`src/rtl/ircx_pkg.sv`:
```
package ircx_pkg;

  typedef enum logic [2:0] {
    RI_DELAY    = 3'd0,
    RI_ELAPSED  = 3'd1,
    RI_MODE     = 3'd2,
    RI_AUTOMASK = 3'd3,
    RI_MASK     = 3'd4,
    RI_CREDITS  = 3'd5,
    RI_RETURN   = 3'd6,
    RI_NONE     = 3'd7
  } reg_idx_e;

  localparam int RET_CNT_W      = 16;
  localparam int RET_UNMASK_BIT = 16;
  localparam int RET_RSTTMR_BIT = 17;
  localparam int STRIDE_LSB     = 3;
  localparam int MAP_BITS       = 6;

endpackage

```
`src/rtl/ircx_regs.sv`:
```
module ircx_regs
  import ircx_pkg::*;
#(
  parameter int ADDR_W = 6,
  parameter int DATA_W = 32,
  parameter int TMR_W  = 16,
  parameter int CNT_W  = 16
) (
  input  logic              clk,
  input  logic              rst,
  input  logic              wr,
  input  logic              rd,
  input  logic [ADDR_W-1:0] addr,
  input  logic [DATA_W-1:0] wdata,
  input  logic              auto_mask_set,
  input  logic [CNT_W-1:0]  credits,
  input  logic [TMR_W-1:0]  elapsed,
  output logic [DATA_W-1:0] rdata,
  output logic [TMR_W-1:0]  delay_lim,
  output logic              quiet,
  output logic              automask_en,
  output logic              mask,
  output logic              ret_valid,
  output logic [RET_CNT_W-1:0] ret_cnt,
  output logic              ret_unmask,
  output logic              ret_rst_tmr
);

  reg_idx_e          idx;
  logic [DATA_W-1:0] rd_mux;

  always_comb begin
    if (((addr >> MAP_BITS) != '0) || (addr[STRIDE_LSB-1:0] != '0))
      idx = RI_NONE;
    else
      idx = reg_idx_e'(addr[MAP_BITS-1:STRIDE_LSB]);
  end

  assign ret_valid   = wr && (idx == RI_RETURN);
  assign ret_cnt     = wdata[RET_CNT_W-1:0];
  assign ret_unmask  = ret_valid && wdata[RET_UNMASK_BIT];
  assign ret_rst_tmr = ret_valid && wdata[RET_RSTTMR_BIT];

  always_comb begin
    case (idx)
      RI_DELAY:    rd_mux = DATA_W'(delay_lim);
      RI_ELAPSED:  rd_mux = DATA_W'(elapsed);
      RI_MODE:     rd_mux = DATA_W'(quiet);
      RI_AUTOMASK: rd_mux = DATA_W'(automask_en);
      RI_MASK:     rd_mux = DATA_W'(mask);
      RI_CREDITS:  rd_mux = DATA_W'(credits);
      default:     rd_mux = '0;
    endcase
  end

  always_ff @(posedge clk) begin
    if (rst) begin
      delay_lim   <= '0;
      quiet       <= 1'b0;
      automask_en <= 1'b0;
      mask        <= 1'b0;
      rdata       <= '0;
    end else begin
      if (wr && idx == RI_DELAY)    delay_lim   <= wdata[TMR_W-1:0];
      if (wr && idx == RI_MODE)     quiet       <= wdata[0];
      if (wr && idx == RI_AUTOMASK) automask_en <= wdata[0];
      if (wr && idx == RI_MASK)     mask        <= wdata[0];
      else if (ret_unmask)          mask        <= 1'b0;
      else if (auto_mask_set)       mask        <= 1'b1;
      if (rd)                       rdata       <= rd_mux;
    end
  end

endmodule

```
`src/rtl/ircx_credit.sv`:
```
module ircx_credit
  import ircx_pkg::*;
#(
  parameter int CNT_W = 16
) (
  input  logic                 clk,
  input  logic                 rst,
  input  logic                 ev,
  input  logic                 ret_valid,
  input  logic [RET_CNT_W-1:0] ret_cnt,
  output logic [CNT_W-1:0]     credits,
  output logic                 cur_zero,
  output logic                 nxt_zero,
  output logic                 pend
);

  localparam int WIDE = ((CNT_W > RET_CNT_W) ? CNT_W : RET_CNT_W) + 1;
  localparam logic [WIDE-1:0] CMAX = WIDE'({CNT_W{1'b1}});

  logic [WIDE-1:0]  sum;
  logic [WIDE-1:0]  sub;
  logic [WIDE-1:0]  diff;
  logic [CNT_W-1:0] c_nxt;

  always_comb begin
    sum  = WIDE'(credits) + WIDE'(ev);
    sub  = ret_valid ? WIDE'(ret_cnt) : '0;
    diff = sum - sub;
    if (sub > sum)
      c_nxt = '0;
    else if (diff > CMAX)
      c_nxt = {CNT_W{1'b1}};
    else
      c_nxt = diff[CNT_W-1:0];
  end

  assign cur_zero = (credits == '0);
  assign nxt_zero = (c_nxt == '0);

  always_ff @(posedge clk) begin
    if (rst) begin
      credits <= '0;
      pend    <= 1'b0;
    end else begin
      credits <= c_nxt;
      pend    <= !nxt_zero;
    end
  end

endmodule

```
`src/rtl/ircx_timer.sv`:
```
module ircx_timer #(
  parameter int TMR_W = 16
) (
  input  logic             clk,
  input  logic             rst,
  input  logic             ev,
  input  logic             quiet,
  input  logic             restart_req,
  input  logic             cur_zero,
  input  logic             nxt_zero,
  input  logic [TMR_W-1:0] limit,
  output logic [TMR_W-1:0] elapsed,
  output logic             expired
);

  localparam logic [TMR_W-1:0] TMAX = {TMR_W{1'b1}};

  logic restart;

  assign restart = nxt_zero || cur_zero || restart_req || (quiet && ev);
  assign expired = (elapsed >= limit);

  always_ff @(posedge clk) begin
    if (rst)
      elapsed <= '0;
    else if (restart)
      elapsed <= '0;
    else if (elapsed != TMAX)
      elapsed <= elapsed + 1'b1;
  end

endmodule

```
`src/rtl/ircx_ctrl.sv`:
```
module ircx_ctrl
  import ircx_pkg::*;
#(
  parameter int ADDR_W = 6,
  parameter int DATA_W = 32,
  parameter int TMR_W  = 16,
  parameter int CNT_W  = 16
) (
  input  logic              clk,
  input  logic              rst,
  input  logic              reg_wr,
  input  logic              reg_rd,
  input  logic [ADDR_W-1:0] reg_addr,
  input  logic [DATA_W-1:0] reg_wdata,
  output logic [DATA_W-1:0] reg_rdata,
  input  logic              evt_pulse,
  output logic              irq_o,
  output logic              pend_o
);

  logic [CNT_W-1:0]     credit_cnt;
  logic [TMR_W-1:0]     elapsed;
  logic [TMR_W-1:0]     delay_lim;
  logic                 quiet, automask_en, mask_q;
  logic                 ret_valid, ret_unmask, ret_rst_tmr;
  logic [RET_CNT_W-1:0] ret_cnt;
  logic                 cur_zero, nxt_zero, expired;
  logic                 fire, auto_mask_set;

  ircx_regs #(
    .ADDR_W(ADDR_W), .DATA_W(DATA_W), .TMR_W(TMR_W), .CNT_W(CNT_W)
  ) u_regs (
    .clk(clk), .rst(rst), .wr(reg_wr), .rd(reg_rd), .addr(reg_addr),
    .wdata(reg_wdata), .auto_mask_set(auto_mask_set), .credits(credit_cnt),
    .elapsed(elapsed), .rdata(reg_rdata), .delay_lim(delay_lim),
    .quiet(quiet), .automask_en(automask_en), .mask(mask_q),
    .ret_valid(ret_valid), .ret_cnt(ret_cnt), .ret_unmask(ret_unmask),
    .ret_rst_tmr(ret_rst_tmr)
  );

  ircx_credit #(.CNT_W(CNT_W)) u_credit (
    .clk(clk), .rst(rst), .ev(evt_pulse), .ret_valid(ret_valid),
    .ret_cnt(ret_cnt), .credits(credit_cnt), .cur_zero(cur_zero),
    .nxt_zero(nxt_zero), .pend(pend_o)
  );

  ircx_timer #(.TMR_W(TMR_W)) u_timer (
    .clk(clk), .rst(rst), .ev(evt_pulse), .quiet(quiet),
    .restart_req(ret_rst_tmr), .cur_zero(cur_zero), .nxt_zero(nxt_zero),
    .limit(delay_lim), .elapsed(elapsed), .expired(expired)
  );

  assign fire          = !cur_zero && !mask_q && expired;
  assign auto_mask_set = fire && !irq_o && automask_en;

  always_ff @(posedge clk) begin
    if (rst) irq_o <= 1'b0;
    else     irq_o <= fire;
  end

endmodule

```
`config.mk`:
```
export PLATFORM = sky130hd
export DESIGN_NAME = ircx_ctrl
export DESIGN_NICKNAME = d
export VERILOG_FILES = /design/src/rtl/ircx_pkg.sv /design/src/rtl/ircx_regs.sv /design/src/rtl/ircx_credit.sv /design/src/rtl/ircx_timer.sv /design/src/rtl/ircx_ctrl.sv
export SDC_FILE = /design/constraint.sdc
export NUM_CORES = 1
export LEC_CHECK = 0
export BUFFER_PORTS_ARGS = -buffer_cell sky130_fd_sc_hd__buf_2
export CAP_MARGIN = 20
export CORE_ASPECT_RATIO = 1.4
export CORE_UTILIZATION = 25
export DETAILED_ROUTE_END_ITERATION = 16
export GPL_ROUTABILITY_DRIVEN = 0
export PLACE_DENSITY = 0.4
export SLEW_MARGIN = 25
export SYNTH_ARGS = -nofsm -noshare
export SYNTH_HDL_FRONTEND = slang
export SYNTH_SLANG_ARGS = --single-unit
```
`constraint.sdc`:
```
create_clock -name clk -period 10.7 [get_ports clk]
set_clock_uncertainty 0.1 [all_clocks]
set_input_delay 2.14 -clock clk [delete_from_list [all_inputs] [get_ports clk]]
set_output_delay 2.14 -clock clk [all_outputs]
set_load 0.02 [all_outputs]
```
## Yosys cells after proc, flatten, opt, wreduce, memory -nomap -nowiden

Index checks and enable logic that the tools add are counted.

- $add $sub $neg: 3
- Multipliers: 0
- Div/mod/pow operators: 0
- Magnitude comparators: 3
- Equal/unequal tests: 7
- Shift-type cells: 0
- Muxes and demuxes: 8
- Bitwise gates (word level): 0
- Reductions and logical operators: 25

Operator list:

| cell | number |
|---|---|
| 16-bit case mux with 6 select lines | 1 |
| 16-bit 2-to-1 mux | 3 |
| 16-bit zero test | 2 |
| 16-bit by 1-bit adder with 17-bit output | 1 |
| 17-bit by 16-bit > comparator with 1-bit output (second input constant) | 1 |
| 17-bit > comparator | 1 |
| 17-bit subtractor | 1 |
| 16-bit by 1-bit adder with 16-bit output (second input constant) | 1 |
| 16-bit greater-or-equal comparator | 1 |
| 16-bit inequality test (second input constant) | 1 |
| 1-bit logical AND | 12 |
| 3-bit equality test (second input constant) | 3 |
| 3-bit by 2-bit equality test with 1-bit output (second input constant) | 2 |
| 3-bit nonzero test | 2 |
| 1-bit zero test | 4 |
| 3-bit by 1-bit equality test with 1-bit output (second input constant) | 1 |
| 3-bit zero test | 1 |
| 1-bit logical OR | 3 |
| 1-bit 2-to-1 mux | 3 |
| 3-bit 2-to-1 mux | 1 |
| 2-bit OR reduction | 1 |

- Flip-flop bits (word level): 85
- Latch bits: 0
- Bits in writable memories: 0
- ROM bits: 0
- Bits of input ports: 43
- Output and inout bits: 34
- Word-level logic and storage cells: 55
- Memories: 0

## Logic depth before layout (Yosys ltp)

- Depth in word-level cells: 14
- Gate-level depth with buffers: 18
- Mapped depth without buffers: 16

## Modules after synthesis

From an unflattened synthesis, not the netlist that was laid out.

- Cell total of the unflattened synthesis: 641
- Area total of the unflattened synthesis: 5311.3 um^2

By module, submodules not included:

| module | times used | cells an instance | area each (um^2) | seq. area each (um^2) |
|---|---|---|---|---|
| ircx_regs | 1 | 226 | 2067.0 | 700.7 |
| ircx_credit | 1 | 256 | 1951.9 | 340.3 |
| ircx_timer | 1 | 155 | 1247.4 | 320.3 |
| ircx_ctrl | 1 | 4 | 45.0 | 20.0 |

## Least setup slack after synthesis

No wires, ideal clock.

- Path type: input port to flip-flop
- Start point: input port reg_addr[1]
- End point: register u_timer.elapsed[12]
- Setup time: 0.117 ns
- Data arrival time: 5.795 ns
- Data required time: 10.483 ns
- Path slack: 4.688 ns
- Stages: 16
- Buffers on the path: 3
- Cells stage by stage: nor3_1 -> nand3_1 -> nor2_1 -> clkbuf_1 -> nand2_1 -> ha_1 -> buf_6 -> a21o_1 -> a31o_1 -> a311o_1 -> o31a_1 -> xnor2_1 -> nand2_1 -> o41ai_4 -> buf_6 -> nor2_2

- Cells in the longest elaborated chain, start to end: 14
- Elaborated cells on any way between the ends: 16
- Classes of those cells: add/sub (1); order compare (2); eq/ne (1); mux (4); reduce/logical (8)

Ends and longest elaborated chain:

| item | RTL line | text |
|---|---|---|
| start: declaration | ircx_ctrl.sv:13 | `input logic [ADDR_W-1:0] reg_addr,` |
| 3-bit nonzero test * | ircx_regs.sv:33 | `if (((addr >> MAP_BITS) != '0) \|\| (addr[STRIDE_LSB-1:0] != '0))` |
| 3-bit 2-to-1 mux * | ircx_regs.sv:33 |  |
| 3-bit equality test * | ircx_regs.sv:39 | `assign ret_valid = wr && (idx == RI_RETURN);` |
| 1-bit logical AND * | ircx_regs.sv:39 |  |
| 16-bit 2-to-1 mux | ircx_credit.sv:27 | `sub = ret_valid ? WIDE'(ret_cnt) : '0;` |
| 17-bit subtractor | ircx_credit.sv:28 | `diff = sum - sub;` |
| 17-bit by 16-bit > comparator with 1-bit output | ircx_credit.sv:31 | `else if (diff > CMAX)` |
| 16-bit 2-to-1 mux | ircx_credit.sv:31 |  |
| 16-bit 2-to-1 mux | ircx_credit.sv:29 | `if (sub > sum)` |
| 16-bit zero test | ircx_credit.sv:38 | `assign nxt_zero = (c_nxt == '0);` |
| 1-bit logical OR | ircx_timer.sv:20 | `assign restart = nxt_zero \|\| cur_zero \|\| restart_req \|\| (quiet && ev);` |
| 1-bit logical OR * (2 in series) | ircx_timer.sv:20 |  |
| 2-bit OR reduction (no line) * | n/a |  |
| end signal: assignment | ircx_timer.sv:29 | `elapsed <= elapsed + 1'b1;` |
| end: declaration | ircx_timer.sv:12 | `output logic [TMR_W-1:0] elapsed,` |

Mark *: on every way between the ends. The rest lies on a longest branch, timed or not.
A chain may end at the register's enable or synchronous reset.

## Worst setup path after layout

- Start point: input port reg_addr[1]
- End point: register u_timer.elapsed[2]

The elaborated chain is that of the path after synthesis.

==> impl_metrics.ini <==
[timing]
fin_crit_sh_pct = 63.0
period_minus_slack_ps = 6740
relSlewSlack_pct = 47.1
rsz0062_at_grt = no
fmax_ghz = 0.148
setup-tns-final_ps = 0
tightest_slew_ps = 788
setup_viol = 0
slew_violations = 0
finalHoldViolations = 0
setup_ws_ps = 3960

[worst_setup_path]
cp-end-kind = flop
r2r_slack_ps = 5760
crit_path_max_fanout = 17
criticalPathCategory = primary input to flop
timing.rr.start = u_credit.credits[2]$_SDFF_PP0_
reg2reg_to = u_timer.elapsed[2]$_SDFFE_PP0P_
cp_cell_sequence = buf_2 > nor3_1 > nand3_1 > nor2_1 > buf_4 > and2_1 > ha_1 > inv_1 > fa_1 > a21o_1 > a221oi_4 > o21bai_1 > o221ai_2 > xor2_2 > nand2_1 > o41ai_4 > buf_4 > nor3_1
cp-start-kind = primary input
r2r_cells = 16
cpPeakStageDelay_ps = 640
startpoint = reg_addr[1]
cp_slowest_cell = xor2_2
cp.arrival_ps = 6850
cp-endpoint = u_timer.elapsed[2]$_SDFFE_PP0P_
required_ps = 10810

[yosys]
synth_top_area_share_pct = 30.2
ys_seq_elements = 69
synth.area.top_cells = dfxtp_1, ha_1, a21oi_1, nand2_1, nor2_1
synth_cell_types = 55
synthesis.area_um2 = 4580
netlist_instances = 571
ys_warn_count = 0
ys_top_cells_by_count = nand2_1, dfxtp_1, a21oi_1, nor2_1, ha_1
syn_area_per_cell_um2 = 8.01
synth_ff_type = dfxtp_1
synth_edf_count = 0
synth_top_cell_by_area = dfxtp_1
synth_most_common_cell = nand2_1
ys_seq_area_share_pct = 30.2
ys_async_sr_fraction_pct = 0

[die]
core-area_um2 = 17900
fp.dieW_um = 116
dieArea_um2 = 18900
io_pins = 77
initial_core_util_pct = 25.5
die_y_um = 162
fp-row-count = 58

[detailed_routing]
viasPerCell = 4.83
antenna_left = 0
vias = 4113
drc_errors = 0
wirelength_um = 14100
dr.pass1.iters = 4
drtIter0Drc = 151
wl_per_cell_um = 16.6

[power]
p_leak_nw = 2.05
vdd_ir_drop_max_mv = 0.0793
p_per_area_nw_per_um2 = 225

[clock_network]
postCtsSetupBuffers = 0
hold_buffers = 0
clk-insertion-delay-late_ps = 340
cts_inserted_buffers = 9
cts_tree = yes
clock_sinks = 69
htreeDepth = 3
ctsRootBufferMaster = clkbuf_16
clk_path_buf_depth = 2
clk_pin_slew_ps = 60
cts_resized = 0

[cells_and_area]
area_growth_pct = 15.4
final_area_um2 = 5280
finalNetCount = 685
fill_cells = 1968
drive_gt1_share_pct = 16.0
antenna_cells = 0

[global_route]
grt_usage_pct = 15.8
grt_pass1_wl_um = 22400
antenna_found_initial = 0
grt_max_degree = 38
first_global_vias = 4154
overflow = 0

[place]
dp_hpwl_um = 11200
port_buffers = 46
post-place-ws_ps = 3560
placed_cell_area_um2 = 4960

[run]
cap_violations = 0

[hold_path]
hp-class = flop to flop

[run_status]
outcome = completed
## logic make-up after synthesis
kind of cell,count (synthesis),share of synthesized area (%)
other cells,1,0.0820
buf+inv,63,6.97
fa+ha+maj,36,10.0
simple gates,214,21.8
flops,69,30.2
compound gates,129,18.6
xor+xnor,39,7.63
mux,20,4.79
## layout make-up
class / instances / area [um^2] / share of cell area [%]
clock buffer: 10 / 229 / 4.34
timing repair buffer: 50 / 260 / 4.93
sequential: 69 / 1380 / 26.2
tap: 240 / 300 / 5.69
inverter: 22 / 82.6 / 1.56
clock inverter: 6 / 87.6 / 1.66
multi-input combinational: 454 / 2940 / 55.7
## placed cells by master, fill, tap and decap left out, types with 4 or more instances in the layout
cell type | netlist | final
xor2_1 | 18 | 18
buf_2 | 3 | 46
nor2_1 | 54 | 54
mux2_2 | 15 | 15
o21ai_0 | 10 | 10
nand4_1 | 11 | 11
nor4_1 | 7 | 6
ha_1 | 35 | 35
inv_1 | 22 | 22
nand3_1 | 22 | 22
mux2i_1 | 5 | 5
a21o_1 | 15 | 15
nand2_1 | 73 | 73
a21oi_1 | 60 | 60
buf_4 | 17 | 4
xnor2_1 | 20 | 20
nor3_1 | 9 | 9
clkbuf_16 | 0 | 9
nor2_2 | 10 | 10
and3_1 | 9 | 9
dfxtp_1 | 69 | 69
a22oi_1 | 15 | 15
conb_1 | 1 | 16
a211oi_1 | 4 | 4
nand2b_1 | 4 | 4
## per-stage QoR
step,std cells,util [%],power [W],hold slack (ps)
floorplan,586,-,0.000738,321
global placement,835,27.7,0.000873,355
detailed placement,835,27.7,0.000876,360
CTS,851,29.5,0.00120,369
global route,851,29.5,0.00127,397
finish,851,29.5,0.00119,370
## power by group
part | switching, W | internal (W) | total [W]
clock | 0.000117 | 0.000204 | 0.000321
sequential | 0.0000468 | 0.000286 | 0.000333
combinational | 0.000328 | 0.000208 | 0.000536
total | 0.000492 | 0.000698 | 0.00119
## state kept, by name, summed over array words and instances, names as in the netlist
register / count
u_credit.pend: 1
u_regs.quiet: 1
u_regs.rdata: 16
irq_o: 1
u_timer.elapsed: 16
u_regs.mask: 1
u_regs.automask_en: 1
u_credit.credits: 16
u_regs.delay_lim: 16
## how the worst min path moves through the flow
stage	start	slack (ps)	end	depth (start not counted)
finish	u_regs.rdata[0]$_SDFFE_PP0P_	370	u_regs.rdata[0]$_SDFFE_PP0P_	2
global route	u_regs.rdata[0]$_SDFFE_PP0P_	400	u_regs.rdata[0]$_SDFFE_PP0P_	2
CTS	u_regs.rdata[0]$_SDFFE_PP0P_	370	u_regs.rdata[0]$_SDFFE_PP0P_	2
detailed placement	u_regs.rdata[0]$_SDFFE_PP0P_	360	u_regs.rdata[0]$_SDFFE_PP0P_	2
global placement	u_regs.rdata[0]$_SDFFE_PP0P_	360	u_regs.rdata[0]$_SDFFE_PP0P_	2
floorplan	u_regs.mask$_SDFFE_PP0P_	320	irq_o$_SDFF_PP0_	1
## per-layer routing
metal	track usage [%]	vias up	routed length [um]
li1	-	2055	-
met1	18.1	1941	5850
met2	28.6	87	7500
met3	1.90	30	373
met4	7.11	0	391
met5	0	-	0
## worst max-delay path: cells and delay by family
family	cells	cell delay, ps
AND/OR/NAND/NOR	6	1370
AO/OA/AOI/OAI	5	1360
buffers and inverters	4	740
XOR/XNOR	1	640
adder cells (fa/ha/maj)	2	560
(Power assumes the default switching activity.)
